===== src/rtl/cdt_pkg.sv =====
package cdt_pkg;
  localparam int REG_AW = 2;

  localparam logic [REG_AW-1:0] A_CTRL   = 2'd0;
  localparam logic [REG_AW-1:0] A_IRQ    = 2'd1;
  localparam logic [REG_AW-1:0] A_RELOAD = 2'd2;
  localparam logic [REG_AW-1:0] A_COUNT  = 2'd3;

  localparam int CTRL_RUN_BIT = 0;
  localparam int CTRL_SRC_LSB = 1;
  localparam int IRQ_IE_BIT   = 0;
  localparam int IRQ_STAT_BIT = 1;
  localparam int IRQ_CLR_BIT  = 2;

  typedef enum logic [1:0] {
    SRC_SLOW   = 2'd0,
    SRC_FAST   = 2'd1,
    SRC_BUS    = 2'd2,
    SRC_PERIPH = 2'd3
  } tick_src_e;
endpackage


===== src/rtl/cdt_tick_sel.sv =====
module cdt_tick_sel #(
  parameter int NUM_SRC = 4,
  localparam int SRC_W = (NUM_SRC > 1) ? $clog2(NUM_SRC) : 1
) (
  input  logic [NUM_SRC-1:0] ticks,
  input  logic [SRC_W-1:0]   sel,
  output logic               tick
);
  logic [NUM_SRC-1:0] hit;

  for (genvar i = 0; i < NUM_SRC; i++) begin : g_src
    assign hit[i] = ticks[i] & (sel == SRC_W'(i));
  end

  assign tick = |hit;
endmodule


===== src/rtl/cdt_regs.sv =====
module cdt_regs
  import cdt_pkg::*;
#(
  parameter int CNT_W = 32,
  parameter int SRC_W = 2
) (
  input  logic              clk,
  input  logic              rst,
  input  logic              wr_en,
  input  logic [REG_AW-1:0] addr,
  input  logic [CNT_W-1:0]  wdata,
  input  logic              expire,
  output logic              run_q,
  output logic [SRC_W-1:0]  src_q,
  output logic              ie_q,
  output logic              status_q,
  output logic [CNT_W-1:0]  reload_q,
  output logic              start
);
  logic wr_ctrl, wr_irq, wr_reload;

  assign wr_ctrl   = wr_en && (addr == A_CTRL);
  assign wr_irq    = wr_en && (addr == A_IRQ);
  assign wr_reload = wr_en && (addr == A_RELOAD);
  assign start     = wr_ctrl && wdata[CTRL_RUN_BIT] && !run_q;

  always_ff @(posedge clk) begin
    if (rst) begin
      run_q <= 1'b0;
      src_q <= '0;
    end else if (wr_ctrl) begin
      run_q <= wdata[CTRL_RUN_BIT];
      src_q <= wdata[CTRL_SRC_LSB +: SRC_W];
    end
  end

  always_ff @(posedge clk) begin
    if (rst) begin
      ie_q <= 1'b0;
    end else if (wr_irq && !run_q) begin
      ie_q <= wdata[IRQ_IE_BIT];
    end
  end

  always_ff @(posedge clk) begin
    if (rst) begin
      status_q <= 1'b0;
    end else if (expire) begin
      status_q <= 1'b1;
    end else if (wr_irq && wdata[IRQ_CLR_BIT]) begin
      status_q <= 1'b0;
    end
  end

  always_ff @(posedge clk) begin
    if (rst) begin
      reload_q <= '1;
    end else if (wr_reload && !run_q) begin
      reload_q <= wdata;
    end
  end
endmodule


===== src/rtl/cdt_counter.sv =====
module cdt_counter #(
  parameter int CNT_W = 32
) (
  input  logic             clk,
  input  logic             rst,
  input  logic             start,
  input  logic             run,
  input  logic             tick,
  input  logic [CNT_W-1:0] reload,
  output logic [CNT_W-1:0] count_q,
  output logic             expire
);
  logic at_zero;

  assign at_zero = (count_q == '0);
  assign expire  = run && tick && at_zero;

  always_ff @(posedge clk) begin
    if (rst) begin
      count_q <= '1;
    end else if (start) begin
      count_q <= reload;
    end else if (run && tick) begin
      count_q <= at_zero ? reload : count_q - 1'b1;
    end
  end
endmodule


===== src/rtl/cdt_channel.sv =====
module cdt_channel
  import cdt_pkg::*;
#(
  parameter int CNT_W   = 32,
  parameter int NUM_SRC = 4
) (
  input  logic               clk,
  input  logic               rst,
  input  logic               wr_en,
  input  logic [REG_AW-1:0]  addr,
  input  logic [CNT_W-1:0]   wdata,
  output logic [CNT_W-1:0]   rdata,
  input  logic [NUM_SRC-1:0] tick_i,
  output logic               irq_o
);
  localparam int SRC_W = (NUM_SRC > 1) ? $clog2(NUM_SRC) : 1;

  logic             run_q, ie_q, status_q, start, sel_tick, expire;
  logic [SRC_W-1:0] src_q;
  logic [CNT_W-1:0] reload_q, count_q, rd_mux;

  cdt_tick_sel #(.NUM_SRC(NUM_SRC)) u_sel (
    .ticks(tick_i),
    .sel  (src_q),
    .tick (sel_tick)
  );

  cdt_regs #(.CNT_W(CNT_W), .SRC_W(SRC_W)) u_regs (
    .clk     (clk),
    .rst     (rst),
    .wr_en   (wr_en),
    .addr    (addr),
    .wdata   (wdata),
    .expire  (expire),
    .run_q   (run_q),
    .src_q   (src_q),
    .ie_q    (ie_q),
    .status_q(status_q),
    .reload_q(reload_q),
    .start   (start)
  );

  cdt_counter #(.CNT_W(CNT_W)) u_cnt (
    .clk    (clk),
    .rst    (rst),
    .start  (start),
    .run    (run_q),
    .tick   (sel_tick),
    .reload (reload_q),
    .count_q(count_q),
    .expire (expire)
  );

  always_comb begin
    rd_mux = '0;
    unique case (addr)
      A_CTRL: begin
        rd_mux[CTRL_RUN_BIT]              = run_q;
        rd_mux[CTRL_SRC_LSB +: SRC_W]     = src_q;
      end
      A_IRQ: begin
        rd_mux[IRQ_IE_BIT]   = ie_q;
        rd_mux[IRQ_STAT_BIT] = status_q;
      end
      A_RELOAD: rd_mux = reload_q;
      default:  rd_mux = count_q;
    endcase
  end

  always_ff @(posedge clk) begin
    if (rst) begin
      rdata <= '0;
      irq_o <= 1'b0;
    end else begin
      rdata <= rd_mux;
      irq_o <= status_q && ie_q;
    end
  end
endmodule


===== config.mk =====
export PLATFORM = sky130hd
export DESIGN_NAME = cdt_channel
export DESIGN_NICKNAME = d
export VERILOG_FILES = /design/src/rtl/cdt_pkg.sv /design/src/rtl/cdt_tick_sel.sv /design/src/rtl/cdt_regs.sv /design/src/rtl/cdt_counter.sv /design/src/rtl/cdt_channel.sv
export SDC_FILE = /design/constraint.sdc
export NUM_CORES = 1
export LEC_CHECK = 0
export ABC_AREA = 1
export ABC_CLOCK_PERIOD_IN_PS = 3200
export BUFFER_PORTS_ARGS = -buffer_cell sky130_fd_sc_hd__buf_2
export CAP_MARGIN = 20
export CORE_MARGIN = 2
export CORE_UTILIZATION = 32
export CTS_CLUSTER_SIZE = 12
export DETAILED_ROUTE_END_ITERATION = 6
export SLEW_MARGIN = 5
export SYNTH_ARGS = -nofsm -noshare
export SYNTH_HDL_FRONTEND = slang
export SYNTH_HIERARCHICAL = 1
export SYNTH_SLANG_ARGS = --single-unit

===== constraint.sdc =====
create_clock -name clk -period 3.2 [get_ports clk]
set_clock_uncertainty 0.2 [all_clocks]
set_input_delay 0.48 -clock clk [delete_from_list [all_inputs] [get_ports clk]]
set_output_delay 0.48 -clock clk [all_outputs]
set_load 0.05 [all_outputs]

==> results of run 1 <==
==> registers in the layout, indices dropped and copies added (netlist names) <==
register and flops:
u_regs/ie_q 1, irq_o 1, u_regs/status_q 1, u_regs/reload_q 32
rdata 32, u_regs/src_q 2, u_regs/run_q 1, u_cnt/count_q 32
==> worst max-delay path: cells and delay by family (launching register included) <==
kind	cells	cell delay (ns)
adders and majority gates	1	0.21
DFF	1	0.40
and+or+nand+nor	9	0.84
buffers and inverters	2	0.68
==> metal layers <==
metal / vias to the layer above / share of wire / track usage
li1: 2741 / - / -
met1: 2322 / 0.49 / 0.228
met5: - / 0 / 0
met3: 18 / 0.058 / 0.0458
met4: 0 / 0.013 / 0.0398
met2: 137 / 0.44 / 0.271
==> power breakdown <==
| part | switching (W) | internal (W) | total [W] |
|---|---|---|---|
| combinational | 0.000298 | 0.000126 | 0.000424 |
| clock | 0.000494 | 0.000649 | 0.00114 |
| sequential | 0.0000581 | 0.00134 | 0.00140 |
==> worst max path at each step <==
stage | from | slack (ns) | cells after the start | end
after detailed placement | addr[0] | 0.65 | 10 | u_cnt/count_q[29]
after CTS | u_cnt/count_q[0] | 0.73 | 12 | u_cnt/count_q[29]
final | u_cnt/count_q[0] | 0.75 | 12 | u_cnt/count_q[29]
after floorplan | wr_en | 1.31 | 10 | u_cnt/count_q[13]
after global routing | u_cnt/count_q[0] | 0.55 | 12 | u_cnt/count_q[28]
after global placement | addr[0] | 0.70 | 10 | u_cnt/count_q[27]
==> cell type report <==
class,count,share of cell area
multi-input cells,586,0.435
inverters,127,0.0765
repair buffers,80,0.0671
clock buffers,11,0.0406
flip-flops and latches,102,0.328
clock inverters,5,0.00904
well taps,220,0.0442
==> cell usage after synthesis (all sizes together) <==
master	instances
buf	25
inv	124
a21oi	38
clkinv	3
nor3	1
dfxtp	102
nand4	7
ha	2
xnor2	1
o21bai	2
nor2	77
o21ai	38
nand3b	1
clkbuf	12
nand3	123
xor2	11
nand2	285
==> kinds of logic after synthesis <==
| family | share of synthesized area |
|---|---|
| flops | 0.373 |
| xor+xnor | 0.0192 |
| buf+inv | 0.132 |
| simple gates | 0.392 |
| compound gates | 0.0790 |
| fa+ha+maj | 0.00457 |
==> stage by stage <==
stage	power (W)	setup slack, ns
after floorplan	0.00174	1.31
after global placement	0.00185	0.705
after detailed placement	0.00186	0.645
after CTS	0.00301	0.728
after global routing	0.00312	0.549
final	0.00297	0.746
==> placed cells by master (no fill, tap or decap) <==
master | synthesis | layout
o21ai_0 | 37 | 37
xor2_1 | 11 | 11
o21bai_1 | 2 | 2
bufinv_16 | 0 | 1
inv_6 | 0 | 1
nand2_4 | 4 | 4
nor2_4 | 2 | 2
nor2_8 | 1 | 1
nor2_1 | 63 | 63
ha_1 | 2 | 2
nor2_2 | 11 | 11
a21oi_2 | 10 | 10
nand3b_1 | 1 | 1
o21ai_1 | 1 | 1
nor3_1 | 1 | 1
nand2_2 | 11 | 11
nand3_1 | 123 | 123
nand4_1 | 7 | 7
inv_2 | 12 | 12
xnor2_1 | 1 | 1
inv_1 | 112 | 112
dfxtp_1 | 102 | 102
buf_4 | 6 | 7
clkinv_1 | 3 | 3
clkbuf_16 | 0 | 9
buf_2 | 9 | 73
nand2_1 | 270 | 270
a21oi_1 | 28 | 28
clkinvlp_4 | 0 | 1
clkbuf_8 | 0 | 2
clkinv_2 | 0 | 2
==> summary.txt, run 1 <==
Run status -> complete, no violations
Die area -> 18200 sq um
Nets -> 949
GR Overflow Total -> 0
Post-CTS Setup Bufs -> 0
Initial antenna violation count -> 0
CTS root buffer -> clkbuf_16
RD Place Congestion -> 0.887
Netlist Area Pre-Place -> 5480 sq um
First-pass GRT wire length -> 24800 um
FF-to-FF Start -> u_cnt/count_q[0]
Vias in the first global route -> 4987
Max Root-Sink Buffers -> 2
Routed WL -> 14700 um
CTS buffer count -> 9
Clock sinks -> 102
Yosys warning total -> 6
Die extent in x -> 135 um
Multi-input gate area -> 2710 sq um
Synthesized area per cell -> 6.43 sq um
Pins Over Slew Limit -> 0
Startpoint Class -> flip-flop
Hold crit path type -> in -> reg
# fillers -> 1822
PD cells -> 476 nW/um^2
Seq cells post-synth -> 102
Worst r2r path cells -> 12
Post-layout util -> 0.374
CTS tree -> yes
# diodes -> 0
Hold path start -> wdata[27]
Crit-path cells -> inv_1 > ha_1 > nand2_1 > nor2_1 > nand2_1 > nor2_2 > nand2_4 > nand2_4 > inv_2 > nand3_1 > nand2_1 > nand2_1
Worst-path clk slew -> 0.07 ns
Placed Cells -> 1115
GR Util All Layers -> 0.169
Worst EP required -> 3.25 ns
WL/cell -> 13.0 um
Area leader, netlist -> dfxtp_1
Worst path slowest cell -> inv_2
CP peak stage delay -> 0.55 ns
Post-CTS sizing -> 0
Antenna-violating nets left -> 0
Final hold violation count -> 0
Clk_lat worst skew -> 0.36 ns
Routed vias -> 5218
Area grow syn2layout -> 13.8%
FF/Latch Area -> 2040 sq um
Reg-to-reg slack, setup -> 0.75 ns
Die height -> 135 um
Mapped Cells -> 852
Setup TNS -> 0 ns
Relative slew margins -> 0.417
Leak Pwr -> 3.35 nW
# DRC -> 0
Worst Path Arrival -> 2.50 ns
Reg2reg end -> u_cnt/count_q[29]
Ratio of final minimum period to clock period -> 0.767
Non-Filler Instances -> 1131
Actual slew at the worst max-slew pin -> 0.874 ns
Number of distinct library cells after synthesis -> 27
Post-detailed-route via-to-cell ratio -> 4.61
DR iter-0 viols -> 286
Syn Nets -> 895
Max FO, Critical Path -> 33
Maximum vdd drop -> 0.307 mV
Largest net degree at the start of global routing -> 35
Critical path class -> reg -> reg
Non-Filler Cell Area, Final -> 6230 sq um
Max Clk Rate -> 407 MHz
Post-DP HPWL -> 10600 um
Setup-failing EPs final -> 0
CTS hold repair buffers -> 0
Starting density of the core -> 0.329
Worst hold endpoint -> u_regs/reload_q[27]
Min Hold Slack -> 0.160 ns
Row cnt -> 47
Dominant cells by area after synthesis -> dfxtp_1 (37%), nand2_1 (19%), nand3_1 (11%), inv_1 (7.7%), nor2_1 (4.3%)
RSZ-0062 raised after global routing -> false
Top-level I/O count -> 74
Pre-antenna DRT Iters -> 5
Max-Cap Viols -> 0
Port Buf Inserts -> 73
Crit-path most repeated cell -> nand2_1
Core ar. -> 16600 sq um
H-tree levels -> 3
Min Tclk post-route -> 2.45 ns
Seq/Total Area, Yosys -> 0.373
Post-synth top area share -> 0.373
Post-place instance area -> 5920 sq um
Share of cells above drive strength 1 -> 0.161
Hold depth -> 3
Critical Path End Type -> flip-flop
Note: power is estimated with default switching activity, not from simulation.
==> run 2, diff against run 1 <==
ABC_CLOCK_PERIOD_IN_PS = 2500   (was 3200)
clock period = 2.5 ns   (was 3.2 ns; I/O delays follow)
==> summary.txt, run 2 (synthesis results as in run 1) <==
Min Tclk post-route -> 2.23 ns (was 2.45 ns)
Relative slew margins -> 0.626 (was 0.417)
Post-CTS sizing -> 0 (unchanged)
WL/cell -> 12.9 um (was 13.0 um)
Commonest non-fill, non-tap cell in the layout -> nand2_1 (unchanged)
Setup WS post-layout -> 0.269 ns (was 0.746 ns)
Worst-path clk slew -> 0.07 ns (about the same)
Max FO, Critical Path -> 16 (was 33)
Ratio of final minimum period to clock period -> 0.892 (was 0.767)
Vias in the first global route -> 5027 (was 4987)
Crit-path cells -> inv_1 > ha_1 > nand2_1 > nor2_1 > nand2_1 > nor2_2 > nand2_4 > nand2_4 > inv_2 > buf_12 > nand2_1 > nand3_1 > nand2_1 (was inv_1 > ha_1 > nand2_1 > nor2_1 > nand2_1 > nor2_2 > nand2_4 > nand2_4 > inv_2 > nand3_1 > nand2_1 > nand2_1)
Post-DP HPWL -> 10600 um (about the same)
Largest net degree at the start of global routing -> 55 (was 35)
Antenna-violating nets left -> 0 (unchanged)
Post-CTS Setup Bufs -> 0 (unchanged)
Top-level I/O count -> 74 (unchanged)
GR Overflow Total -> 0 (unchanged)
Pre-antenna DRT Iters -> 4 (was 5)
Final hold violation count -> 0 (unchanged)
Clk_lat worst skew -> 0.36 ns (about the same)
GR Util met2 -> 0.274 (was 0.271)
Most frequent cells in the layout -> nand2_1 (270), nand3_1 (123), inv_1 (112) (unchanged)
FF/Latch Area -> 2040 sq um (unchanged)
FF-to-FF Start -> u_cnt/count_q[0] (unchanged)
Area grow syn2layout -> 14.7% (was 13.8%)
Die height -> 135 um (unchanged)
Top Family by Delay on Critical Path -> simple AND/OR/NAND/NOR gates (unchanged)
PD cells -> 584 nW/um^2 (was 476 nW/um^2)
Critical path class -> reg -> reg (unchanged)
Starting density of the core -> 0.329 (unchanged)
Multi-input gate area -> 2710 sq um (unchanged)
Crit-path most repeated cell -> nand2_1 (unchanged)
Share of cells above drive strength 1 -> 0.167 (was 0.161)
Worst r2r path cells -> 13 (was 12)
Max Clk Rate -> 448 MHz (was 407 MHz)
Actual slew at the worst max-slew pin -> 0.561 ns (was 0.874 ns)
Hold path start -> wdata[6] (was wdata[27])
Worst Path Arrival -> 2.28 ns (was 2.50 ns)
CTS tree -> yes (unchanged)
Setup TNS -> 0 ns (unchanged)
Reg-to-reg slack, setup -> 0.27 ns (was 0.75 ns)
Startpoint Class -> flip-flop (unchanged)
RSZ-0062 raised after global routing -> false (unchanged)
CTS root buffer -> clkbuf_16 (unchanged)
Pins Over Slew Limit -> 0 (unchanged)
# diodes -> 0 (unchanged)
Clock sinks -> 102 (unchanged)
Gr busiest metal -> met2 (unchanged)
Crit. Startpoint -> u_cnt/count_q[0] (unchanged)
Initial antenna violation count -> 0 (unchanged)
Routed WL -> 14700 um (about the same)
H-tree levels -> 3 (unchanged)
CTS hold repair buffers -> 0 (unchanged)
Port Buf Inserts -> 73 (unchanged)
Max-Cap Viols -> 0 (unchanged)
Setup-failing EPs final -> 0 (unchanged)
# fillers -> 1846 (was 1822)
Worst EP required -> 2.55 ns (was 3.25 ns)
Nets -> 955 (was 949)
Maximum vdd drop -> 0.312 mV (was 0.307 mV)
Setup crit end -> u_cnt/count_q[19] (was u_cnt/count_q[29])
Worst path slowest cell -> dfxtp_1 (was inv_2)
Met1 GRT Util -> 0.230 (was 0.228)
GR Util All Layers -> 0.170 (was 0.169)
Die area -> 18200 sq um (unchanged)
Core ar. -> 16600 sq um (unchanged)
# DRC -> 0 (unchanged)
Hold crit path type -> in -> reg (unchanged)
Critical Path End Type -> flip-flop (unchanged)
RD Place Congestion -> 0.956 (was 0.887)
Critical path buffer and inverter count -> 3 (was 2)
Reg2reg end -> u_cnt/count_q[19] (was u_cnt/count_q[29])
Row cnt -> 47 (unchanged)
First-pass GRT wire length -> 24600 um (was 24800 um)
Die extent in x -> 135 um (unchanged)
CP peak stage delay -> 0.41 ns (was 0.55 ns)
WP depth -> 13 (was 12)
Max Root-Sink Buffers -> 2 (unchanged)
Run status -> complete, no violations (unchanged)
Routed vias -> 5182 (was 5218)
Largest registers -> rdata: 32 flops, u_cnt/count_q: 32 flops, u_regs/reload_q: 32 flops (unchanged)
Leak Pwr -> 3.38 nW (was 3.35 nW)
CTS buffer count -> 9 (unchanged)
Dpl ws -> 0.272 ns (was 0.645 ns)
DR iter-0 viols -> 279 (was 286)
GR Util met3 -> 0.0357 (was 0.0458)
Post-detailed-route via-to-cell ratio -> 4.56 (was 4.61)
## run 2: worst reg2reg max path, delay by kind of cell (launching register included)
| kind | cells | cell delay [ns] |
|---|---|---|
| AND/OR/NAND/NOR | 9 | 0.65 |
| buffers and inverters | 3 | 0.65 |
| adder cells (fa/ha/maj) | 1 | 0.22 |
| flip-flops | 1 | 0.41 |
## run 2: how the worst min path moves through the flow
stage / end / slack (ns) / depth (start not counted)
after floorplan: irq_o / 0.22 / 2
after global placement: irq_o / 0.26 / 2
after detailed placement: irq_o / 0.25 / 2
after CTS: u_regs/reload_q[6] / 0.04 / 3
after global routing: u_regs/reload_q[4] / 0.06 / 3
final: u_regs/reload_q[6] / 0.06 / 3
## run 2: metal layers
metal | routed length [um] | up-vias
li1 | - | 2760
met1 | 7360 | 2306
met2 | 6520 | 101
met3 | 602 | 15
met4 | 226 | 0
met5 | 0 | -
## run 2: stage by stage
| step | hold slack (ns) | area (sq um) | cells | util | total power [W] |
|---|---|---|---|---|---|
| after floorplan | 0.223 | 5480 | 852 | - | 0.00223 |
| after global placement | 0.260 | 6000 | 1121 | 0.361 | 0.00238 |
| after detailed placement | 0.254 | 6000 | 1121 | 0.361 | 0.00238 |
| after CTS | 0.0381 | 6280 | 1137 | 0.377 | 0.00373 |
| after global routing | 0.0595 | 6280 | 1137 | 0.377 | 0.00386 |
| final | 0.0581 | 6280 | 1137 | 0.377 | 0.00367 |
## run 2: cell type report
type,instances,area share
inverters,127,0.0759
well taps,220,0.0438
clock inverters,7,0.00797
multi-input cells,586,0.432
clock buffers,9,0.0359
flip-flops and latches,102,0.325
repair buffers,86,0.0797
## run 2: report_power, final
group | switching (W) | internal (W) | leakage [nW]
logic | 0.000381 | 0.000168 | 2.40
registers | 0.0000745 | 0.00172 | 0.839
clock network | 0.000649 | 0.000679 | 0.133
total | 0.00111 | 0.00256 | 3.38
